===== src/rtl/bbs_pkg.sv =====
package bbs_pkg;

    localparam int COORD_W = 16;

    typedef struct packed {
        logic [COORD_W-1:0] h_first;
        logic [COORD_W-1:0] h_limit;
        logic [COORD_W-1:0] v_before;
        logic [COORD_W-1:0] v_last;
        logic [1:0]         phase;
    } roi_cfg_t;

    typedef enum logic [1:0] {
        FS_IDLE   = 2'd0,
        FS_ARMED  = 2'd1,
        FS_GATHER = 2'd2,
        FS_HOLD   = 2'd3
    } freeze_state_t;

    localparam roi_cfg_t ROI_RESET = '{
        h_first:  '0,
        h_limit:  '0,
        v_before: '1,
        v_last:   '0,
        phase:    2'b00
    };

    function automatic logic [1:0] mosaic_channel(input logic [1:0] phase,
                                                  input logic       line_odd,
                                                  input logic       col_odd);
        return {line_odd ^ phase[1], col_odd ^ phase[0]};
    endfunction

endpackage


===== src/rtl/bbs_cfg_shadow.sv =====
module bbs_cfg_shadow
    import bbs_pkg::*;
(
    input  logic     clk,
    input  logic     rst_n,
    input  logic     commit,
    input  roi_cfg_t cfg_in,
    input  logic     frame_start,
    output roi_cfg_t cfg_eff,
    output logic     pending
);

    roi_cfg_t staged_q;
    roi_cfg_t active_q;
    logic     pending_q;

    always_ff @(posedge clk) begin
        if (!rst_n) begin
            staged_q  <= ROI_RESET;
            active_q  <= ROI_RESET;
            pending_q <= 1'b0;
        end else begin
            if (frame_start && pending_q) begin
                active_q <= staged_q;
            end
            if (commit) begin
                staged_q  <= cfg_in;
                pending_q <= 1'b1;
            end else if (frame_start) begin
                pending_q <= 1'b0;
            end
        end
    end

    // the frame-start pixel already uses a waiting set
    assign cfg_eff = (frame_start && pending_q) ? staged_q : active_q;
    assign pending = pending_q;

endmodule


===== src/rtl/bbs_raster_pos.sv =====
module bbs_raster_pos #(
    parameter int CW = 16
) (
    input  logic          clk,
    input  logic          rst_n,
    input  logic          px_valid,
    input  logic          px_sof,
    input  logic          px_eol,
    output logic [CW-1:0] col,
    output logic [CW-1:0] line
);

    logic [CW-1:0] next_col_q;
    logic [CW-1:0] next_line_q;

    assign col  = px_sof ? '0 : next_col_q;
    assign line = px_sof ? '0 : next_line_q;

    always_ff @(posedge clk) begin
        if (!rst_n) begin
            next_col_q  <= '0;
            next_line_q <= '0;
        end else if (px_valid) begin
            if (px_eol) begin
                next_col_q  <= '0;
                next_line_q <= line + 1'b1;
            end else begin
                next_col_q  <= col + 1'b1;
                next_line_q <= line;
            end
        end
    end

endmodule


===== src/rtl/bbs_sat_accum.sv =====
module bbs_sat_accum #(
    parameter int PIX_W = 12,
    parameter int ACC_W = 32
) (
    input  logic             clk,
    input  logic             rst_n,
    input  logic             clear,
    input  logic             add_en,
    input  logic [PIX_W-1:0] add_val,
    output logic [ACC_W-1:0] total
);

    localparam int EXT_W = ACC_W + 1 - PIX_W;

    logic [ACC_W-1:0] total_q;
    logic [ACC_W:0]   wide_sum;
    logic [ACC_W-1:0] sat_sum;

    assign wide_sum = {1'b0, total_q} + {{EXT_W{1'b0}}, add_val};
    assign sat_sum  = wide_sum[ACC_W] ? {ACC_W{1'b1}} : wide_sum[ACC_W-1:0];

    always_ff @(posedge clk) begin
        if (!rst_n) begin
            total_q <= '0;
        end else if (clear) begin
            total_q <= add_en ? {{(ACC_W-PIX_W){1'b0}}, add_val} : '0;
        end else if (add_en) begin
            total_q <= sat_sum;
        end
    end

    assign total = total_q;

endmodule


===== src/rtl/bayer_black_stats.sv =====
module bayer_black_stats
    import bbs_pkg::*;
#(
    parameter int PIX_W = 12,
    parameter int ACC_W = 32
) (
    input  logic                 clk,
    input  logic                 rst_n,
    input  logic                 s_valid,
    input  logic [PIX_W-1:0]     s_data,
    input  logic                 s_sof,
    input  logic                 s_eol,
    output logic                 m_valid,
    output logic [PIX_W-1:0]     m_data,
    output logic                 m_sof,
    output logic                 m_eol,
    input  logic [COORD_W-1:0]   roi_h_first,
    input  logic [COORD_W-1:0]   roi_h_limit,
    input  logic [COORD_W-1:0]   roi_v_before,
    input  logic [COORD_W-1:0]   roi_v_last,
    input  logic [1:0]           cfa_phase,
    input  logic                 cfg_commit,
    input  logic                 freeze_req,
    output logic                 stat_running,
    output logic                 stat_pending,
    output logic                 stat_frozen,
    output logic [7:0]           frame_csum,
    output logic [ACC_W-1:0]     sum_ch0,
    output logic [ACC_W-1:0]     sum_ch1,
    output logic [ACC_W-1:0]     sum_ch2,
    output logic [ACC_W-1:0]     sum_ch3
);

    localparam int NUM_CH = 4;

    // pass-through
    assign m_valid = s_valid;
    assign m_data  = s_data;
    assign m_sof   = s_sof;
    assign m_eol   = s_eol;

    logic pix_sof;
    assign pix_sof = s_valid && s_sof;

    // settings
    roi_cfg_t cfg_in;
    roi_cfg_t cfg_eff;

    assign cfg_in = '{
        h_first:  roi_h_first,
        h_limit:  roi_h_limit,
        v_before: roi_v_before,
        v_last:   roi_v_last,
        phase:    cfa_phase
    };

    bbs_cfg_shadow u_shadow (
        .clk         (clk),
        .rst_n       (rst_n),
        .commit      (cfg_commit),
        .cfg_in      (cfg_in),
        .frame_start (pix_sof),
        .cfg_eff     (cfg_eff),
        .pending     (stat_pending)
    );

    // position and region test
    logic [COORD_W-1:0] col;
    logic [COORD_W-1:0] line;
    logic [COORD_W-1:0] v_first;
    logic               in_h;
    logic               in_v;
    logic               in_roi;
    logic [1:0]         chan;

    bbs_raster_pos #(.CW(COORD_W)) u_pos (
        .clk      (clk),
        .rst_n    (rst_n),
        .px_valid (s_valid),
        .px_sof   (s_sof),
        .px_eol   (s_eol),
        .col      (col),
        .line     (line)
    );

    assign v_first = cfg_eff.v_before + 1'b1;
    assign in_h    = (col >= cfg_eff.h_first) && (col < cfg_eff.h_limit);
    assign in_v    = (line >= v_first) && (line <= cfg_eff.v_last);
    assign in_roi  = in_h && in_v;
    assign chan    = mosaic_channel(cfg_eff.phase, line[0], col[0]);

    // freeze state machine
    freeze_state_t state_q;
    freeze_state_t state_d;

    always_comb begin
        state_d = state_q;
        unique case (state_q)
            FS_IDLE:   if (freeze_req) state_d = FS_ARMED;
            FS_ARMED:  if (pix_sof)    state_d = FS_GATHER;
            FS_GATHER: if (pix_sof)    state_d = FS_HOLD;
            FS_HOLD:   if (!freeze_req) state_d = FS_IDLE;
            default:   state_d = FS_IDLE;
        endcase
    end

    always_ff @(posedge clk) begin
        if (!rst_n) state_q <= FS_IDLE;
        else        state_q <= state_d;
    end

    logic round_start;
    logic round_end;
    logic gather_pix;

    assign round_start = (state_q == FS_ARMED)  && pix_sof;
    assign round_end   = (state_q == FS_GATHER) && pix_sof;
    assign gather_pix  = (state_q == FS_GATHER) && s_valid && !s_sof;

    // checksum byte of the pixel
    logic [7:0] px_byte;
    generate
        if (PIX_W >= 8) begin : g_byte_trunc
            assign px_byte = s_data[7:0];
        end else begin : g_byte_ext
            assign px_byte = {{(8 - PIX_W){1'b0}}, s_data};
        end
    endgenerate

    // output process
    logic       frozen_q;
    logic [7:0] csum_run_q;
    logic [7:0] csum_q;

    always_ff @(posedge clk) begin
        if (!rst_n) begin
            frozen_q   <= 1'b0;
            csum_run_q <= '0;
            csum_q     <= '0;
        end else begin
            if (state_q == FS_IDLE && freeze_req) frozen_q <= 1'b0;
            else if (round_end)                   frozen_q <= 1'b1;

            if (round_start)     csum_run_q <= px_byte;
            else if (gather_pix) csum_run_q <= csum_run_q + px_byte;

            if (round_end) csum_q <= csum_run_q;
        end
    end

    assign stat_frozen  = frozen_q;
    assign stat_running = (state_q == FS_GATHER);
    assign frame_csum   = csum_q;

    // channel totals
    logic [ACC_W-1:0] totals [NUM_CH];

    generate
        for (genvar g = 0; g < NUM_CH; g++) begin : g_chan
            bbs_sat_accum #(.PIX_W(PIX_W), .ACC_W(ACC_W)) u_acc (
                .clk     (clk),
                .rst_n   (rst_n),
                .clear   (round_start),
                .add_en  ((round_start || gather_pix) && in_roi && (chan == 2'(g))),
                .add_val (s_data),
                .total   (totals[g])
            );
        end
    endgenerate

    assign sum_ch0 = totals[0];
    assign sum_ch1 = totals[1];
    assign sum_ch2 = totals[2];
    assign sum_ch3 = totals[3];

endmodule


===== config.mk =====
export PLATFORM = sky130hd
export DESIGN_NAME = bayer_black_stats
export DESIGN_NICKNAME = d
export VERILOG_FILES = /design/src/rtl/bbs_pkg.sv /design/src/rtl/bbs_cfg_shadow.sv /design/src/rtl/bbs_raster_pos.sv /design/src/rtl/bbs_sat_accum.sv /design/src/rtl/bayer_black_stats.sv
export SDC_FILE = /design/constraint.sdc
export NUM_CORES = 1
export LEC_CHECK = 0
export ABC_AREA = 1
export BUFFER_PORTS_ARGS = -buffer_cell sky130_fd_sc_hd__buf_2
export CAP_MARGIN = 20
export CELL_PAD_IN_SITES_DETAIL_PLACEMENT = 1
export CELL_PAD_IN_SITES_GLOBAL_PLACEMENT = 2
export CORE_MARGIN = 1.5
export CORE_UTILIZATION = 33
export DETAILED_ROUTE_END_ITERATION = 10
export HOLD_SLACK_MARGIN = 0.15
export PLACE_DENSITY_LB_ADDON = 0.2
export SYNTH_ARGS = -nofsm -noshare
export SYNTH_HDL_FRONTEND = slang
export SYNTH_SLANG_ARGS = --single-unit

===== constraint.sdc =====
create_clock -name clk -period 5.5 [get_ports clk]
set_input_delay 1.1 -clock clk [delete_from_list [all_inputs] [get_ports clk]]
set_output_delay 1.1 -clock clk [all_outputs]
set_load 0.02 [all_outputs]

==> results of run 1 <==
-- synth_stat cells (47+ instances only) --
| cell type | number |
|---|---|
| nand2_1 | 477 |
| nand3_1 | 345 |
| dfxtp_1 | 312 |
| a21oi_1 | 305 |
| nor2_1 | 305 |
| inv_1 | 229 |
| o21ai_0 | 183 |
| ha_1 | 125 |
| clkbuf_1 | 78 |
| xor2_1 | 65 |
| mux2i_1 | 47 |
| nor3_1 | 47 |
-- where the power goes --
group / internal, mW / leakage [nW] / switching [mW]
Sequential: 2.33 / 2.54 / 0.0414
Clock: 1.59 / 0.646 / 1.08
Combinational: 0.229 / 6.99 / 0.505
-- stage by stage --
step                      utilization (%)  setup WS [ns]  hold slack, ns
after floorplan                         -           1.23           0.420
after global placement               36.4          0.176           0.435
after detailed placement             36.4         0.0772           0.446
after CTS                            38.7          0.650           0.455
after global routing                 38.7          0.222           0.482
final                                38.7          0.719           0.452
-- metal layers --
layer	wire length, um	share of wire, %
met5	0	0
met4	1950	2.9
met3	2090	3.1
met2	31700	47
met1	31300	47
-- sequential cells by signal, summed over array words and instances, names as in the netlist --
signal	count
g_chan.u_acc.total	128
u_shadow.active_q	66
u_shadow.staged_q	66
u_pos.next_col_q	16
u_pos.next_line_q	16
csum_run_q	8
frame_csum	8
state_q	2
stat_frozen	1
u_shadow.pending	1
-- path summary, 6_finish.rpt --
| kind | to | depth (start not counted) |
|---|---|---|
| worst min-delay path | u_pos.next_line_q[11] | 1 |
| worst max-delay path | g_chan[3].u_acc.total[10] | 24 |
| worst min register to register | u_pos.next_line_q[11] | 1 |
| worst max register to register | g_chan[3].u_acc.total[10] | 26 |
-- worst reg2reg max path: cells and delay by family (launching register included) --
family	cells	cell delay [ns]
xor gates and xnor gates	1	0.17
and+or+nand+nor	15	2.27
AOI/OAI and AO/OA	2	0.24
DFF	1	0.47
adders and majority gates	1	0.29
buffers and inverters	7	0.94
-- cell families (layout without fill, tap and decap cells) --
| group | Yosys count | after routing | share of synthesized area (%) |
|---|---|---|---|
| AOI/OAI and AO/OA | 542 | 542 | 14.7 |
| xor gates and xnor gates | 97 | 97 | 4.41 |
| adders and majority gates | 130 | 130 | 8.64 |
| buffers and inverters | 380 | 571 | 8.09 |
| DFF | 312 | 312 | 32.4 |
| muxes | 47 | 47 | 2.44 |
| other | 0 | 1 | 0 |
| and+or+nand+nor | 1276 | 1276 | 29.3 |
-- area by class of cell --
class | count | area (sq um)
Fill cell | 7372 | 35400
Multi-Input combinational cell | 2092 | 11500
Sequential cell | 312 | 6250
Timing Repair Buffer | 265 | 1470
Clock buffer | 53 | 1100
Tap cell | 765 | 957
Inverter | 236 | 896
Clock inverter | 17 | 203
Antenna cell | 1 | 2.50
==> results.cfg, run 1 <==
[cells_and_area]
layout.cells.non_filler = 3741
syn2layout_area_growth_pct = 16.0
final_common_cell = nand2_1
final_cell_area_sq_um = 22300
nNetsFinal = 3162
drive_above_1_share_pct = 12.6
final_cell_mix = nand2_1, nand3_1, dfxtp_1

[placement]
gp_congestion = 0.861
place_inst = 3669
post_dp_cell_area_sq_um = 21000
hpwl_um = 47800
port_buffers = 238

[clock_network]
postCtsSetupBuffers = 0
cts_buffers = 40
h-tree-depth = 2
hold_buffers = 0
cts_resized = 0
clk_pin_slew_ns = 0.06
insertion_delay_ns = 0.57
root_buffer = clkbuf_16
cts_tree = built
clockBufferDepth = 3
cts_sinks = 312

[power]
p_leak_nw = 10.2
p_total_mw = 5.77
power.density_nw_per_um2 = 258
ir_drop_mv = 0.216

[sta]
relSlewSlack_pct = 29.7
skew_ns = 0.0186
setup_tns_ns = 0
drv_slew = 0
min_period_over_period_pct = 86.9
worst_pin_slew_ns = 1.05
min_period_ns = 4.78
rsz0062_at_grt = false
fmax_mhz = 209
setup_viol = 0
hold_viol_final = 0

[yosys]
synth_nets = 2999
syn_area_per_cell_sq_um = 6.92
synthArstFlopShare_pct = 0
synth_top_area_cell = dfxtp_1
synth_ff_type = dfxtp_1
synth_warnings = 0
synth.top_cell.area_share_pct = 32.4
synth-edff-count = 0
synth_area_sq_um = 19300
synth_cells = 2784
ys_top_cells_by_area = dfxtp_1, nand2_1, nand3_1
synth_cell_type_count = 52
ys_seq_elements = 312
ys_seq_area_share_pct = 32.4

[critical_path]
cp_slowest_stage_delay_ns = 0.70
arrival_ns = 5.19
cp_common_cell = nand3_1
rrSetupSlack_ns = 0.95
rr_startpoint = u_shadow.pending
cp_num_buf_inv = 6
path_class = in -> reg
end_kind = flip-flop
crit_fanout = 52
critPathRequiredTime_ns = 5.91
crit_family = simple AND/OR/NAND/NOR gates
worst_path_max_delay_cell = buf_4
cp-start-kind = input port
critPathLaunch = s_valid
worstPathCellList = buf_2 -> nand3_4 -> buf_4 -> nand2_1 -> nand2_1 -> inv_1 -> nor2_1 -> nand3_1 -> nor2_1 -> xor2_1 -> inv_1 -> ha_1 -> nand2_1 -> inv_1 -> nand3_1 -> nor3_1 -> nand3_1 -> nand3_1 -> nand3_1 -> nor2_1 -> nand2_1 -> buf_4 -> nand3_1 -> a21oi_1

[floorplanning]
die_h_um = 245
die_w_um = 245
io_pins = 239
fp-row-count = 88
initial_core_util_pct = 33.4
core_sq_um = 57700
dieArea_sq_um = 59800

[outcome]
status = finished clean

[drt]
wl_um = 67000
drtIter0Drc = 921
via_per_inst = 5.20
dr.pass1.iters = 4
drc = 0
vias = 19448
routedWlPerCell_um = 17.9
antenna_left = 0

[worst_hold_path]
min_path_type = reg -> reg
hp-start = u_pos.next_line_q[11]

[global_routing]
first_global_vias = 20297
grt_pass1_wl_um = 108000
use_met3_pct = 2.85
grt-ovfl-total = 0
grt_max_degree = 216
grt.met1_usage_pct = 28.3
antenna_found_initial = 0
grt_usage_pct = 22.2
top_usage_layer = met2
grtUsageMet2_pct = 38.5

[flow_run]
drv_cap = 0
No activity file was read; power rests on OpenSTA's default activity.
==> run 2, diff against run 1 <==
--- a/config.mk
+++ b/config.mk
@@ -14,7 +14,7 @@
 export CORE_UTILIZATION = 33
 export DETAILED_ROUTE_END_ITERATION = 10
 export HOLD_SLACK_MARGIN = 0.15
-export PLACE_DENSITY_LB_ADDON = 0.2
+export PLACE_DENSITY_LB_ADDON = 0.12
 export SYNTH_ARGS = -nofsm -noshare
 export SYNTH_HDL_FRONTEND = slang
 export SYNTH_SLANG_ARGS = --single-unit
==> run 2 against run 1 <==
Compared with the run above:
- core utilization rose by 0.11 points
- combinational power barely moved
- clock-buffer cell count rose by 6
- hold slack got worse by 0.0038 ns
- maximum frequency rose by 1.1%
- setup slack improved by 0.050 ns
- power rose by 1.9%
- clock skew rose by 0.0023 ns
- die area did not move
- clock power rose by 4%
- sequential share of layout area fell by 0.081 points
- via count barely moved
==> results.cfg, run 2 (synthesized netlist as in run 1, its figures left out) <==
[outcome]
status = finished clean

[sta]
setup_tns_ns = 0
hold_viol_final = 0
skew_ns = 0.0209
layout_setup_ws_ns = 0.769
drv_slew = 0
relSlewSlack_pct = 33.1
setup_viol = 0
fmax_mhz = 211
worst_pin_slew_ns = 1.00
min_period_over_period_pct = 86.0
min_period_ns = 4.73
rsz0062_at_grt = false

[global_routing]
grt_pass1_wl_um = 108000
grt_max_degree = 216
grt_usage_pct = 22.4
grt-ovfl-total = 0
antenna_found_initial = 1
first_global_vias = 20263

[clock_network]
postCtsSetupBuffers = 0
root_buffer = clkbuf_16
cts_buffers = 41
clk_pin_slew_ns = 0.06
cts_sinks = 312
cts_resized = 0
insertion_delay_ns = 0.57
cts_tree = built
clockBufferDepth = 3
hold_buffers = 0
h-tree-depth = 2

[critical_path]
rrSetupSlack_ns = 0.95
crit_fanout = 53
cp-start-kind = input port
arrival_ns = 5.14
path_class = in -> reg
critPathRequiredTime_ns = 5.90
end_kind = flip-flop

[drt]
drtIter0Drc = 598
dr.pass1.iters = 5
via_per_inst = 5.20
routedWlPerCell_um = 17.9
drc = 0
antenna_left = 0
vias = 19455
wl_um = 67000

[floorplanning]
fp-row-count = 88
core_sq_um = 57700
die_h_um = 245
die_w_um = 245
dieArea_sq_um = 59800
io_pins = 239
initial_core_util_pct = 33.4

[power]
ir_drop_mv = 0.188
p_leak_nw = 10.2
p_total_mw = 5.88
power.density_nw_per_um2 = 263

[cells_and_area]
drive_above_1_share_pct = 12.6
nNetsFinal = 3161
largest_register_ffs = 128
syn2layout_area_growth_pct = 16.3
diodes = 0
final_common_cell = nand2_1
final_cell_mix = nand2_1, nand3_1, dfxtp_1

[placement]
gp_congestion = 0.844
port_buffers = 238
hpwl_um = 47800
pre_cts_ws_ns = 0.159

[worst_hold_path]
min_path_type = reg -> reg

[flow_run]
drv_cap = 0
-- run 2: cell types whose count changed in the layout (fill, tap and decap cells not counted), sizes merged --
cell / change
clkbuf: +6
clkinv: -5
buf: -2
bufinv: -1
diode: -1
-- run 2: per-layer routing --
metal | global-route usage [%] | routed length [um] | part of all wire, %
met3 | 2.82 | 2050 | 3.1
met2 | 39.5 | 32400 | 48
met4 | 6.54 | 1640 | 2.4
met1 | 28.5 | 31000 | 46
met5 | 0 | 0 | 0
-- run 2: critical path: stages --
cell and delay [ns]:
buf_2 0.15, nand3_4 0.12, buf_12 0.33, mux2i_1 0.27, nor3_4 0.21, nand2_2 0.10
nor3_4 0.18, nand3_2 0.13, nor2_1 0.13, xor2_1 0.16, inv_1 0.07, ha_1 0.30
nand2_1 0.08, inv_1 0.06, nand3_1 0.08, nor3_1 0.24, nand3_1 0.11, nand3_1 0.19
nand3_1 0.10, nor2_1 0.35, nand2_1 0.11, buf_4 0.29, nand3_1 0.14, a21oi_1 0.09
-- run 2: power breakdown --
group,switching [mW],leakage [nW],internal (mW),total [mW]
Sequential,0.0403,2.54,2.33,2.37
Clock,1.09,0.679,1.69,2.78
Combinational,0.507,6.98,0.227,0.734
Total,1.64,10.2,4.25,5.88
-- run 2: worst paths after layout --
| kind | cells past startpoint | from | end |
|---|---|---|---|
| hold / removal | 1 | u_pos.next_line_q[11] | u_pos.next_line_q[11] |
| setup / recovery | 24 | s_valid | g_chan[1].u_acc.total[12] |
| hold reg to reg | 1 | u_pos.next_line_q[11] | u_pos.next_line_q[11] |
| setup reg to reg | 26 | u_shadow.pending | g_chan[1].u_acc.total[12] |
-- run 2: layout make-up --
cell class              count  area, sq um
multi-input cells        2092        11500
clock buffers              59         1240
flip-flops and latches    312         6250
well taps                 765          957
clock inverters            11          136
repair buffers            263         1470
fillers                  7365        35300
inverters                 236          896
-- run 2: through the flow --
| stage | instances | area [sq um] | hold slack, ns | util [%] |
|---|---|---|---|---|
| 2_1_floorplan | 2784 | 19300 | 0.420 | - |
| 4_1_cts | 3737 | 22400 | 0.452 | 38.8 |
| 3_3_place_gp | 3667 | 21000 | 0.434 | 36.4 |
| 5_1_grt | 3738 | 22400 | 0.475 | 38.8 |
| 6_report | 3738 | 22400 | 0.448 | 38.8 |
| 3_5_place_dp | 3667 | 21000 | 0.441 | 36.4 |
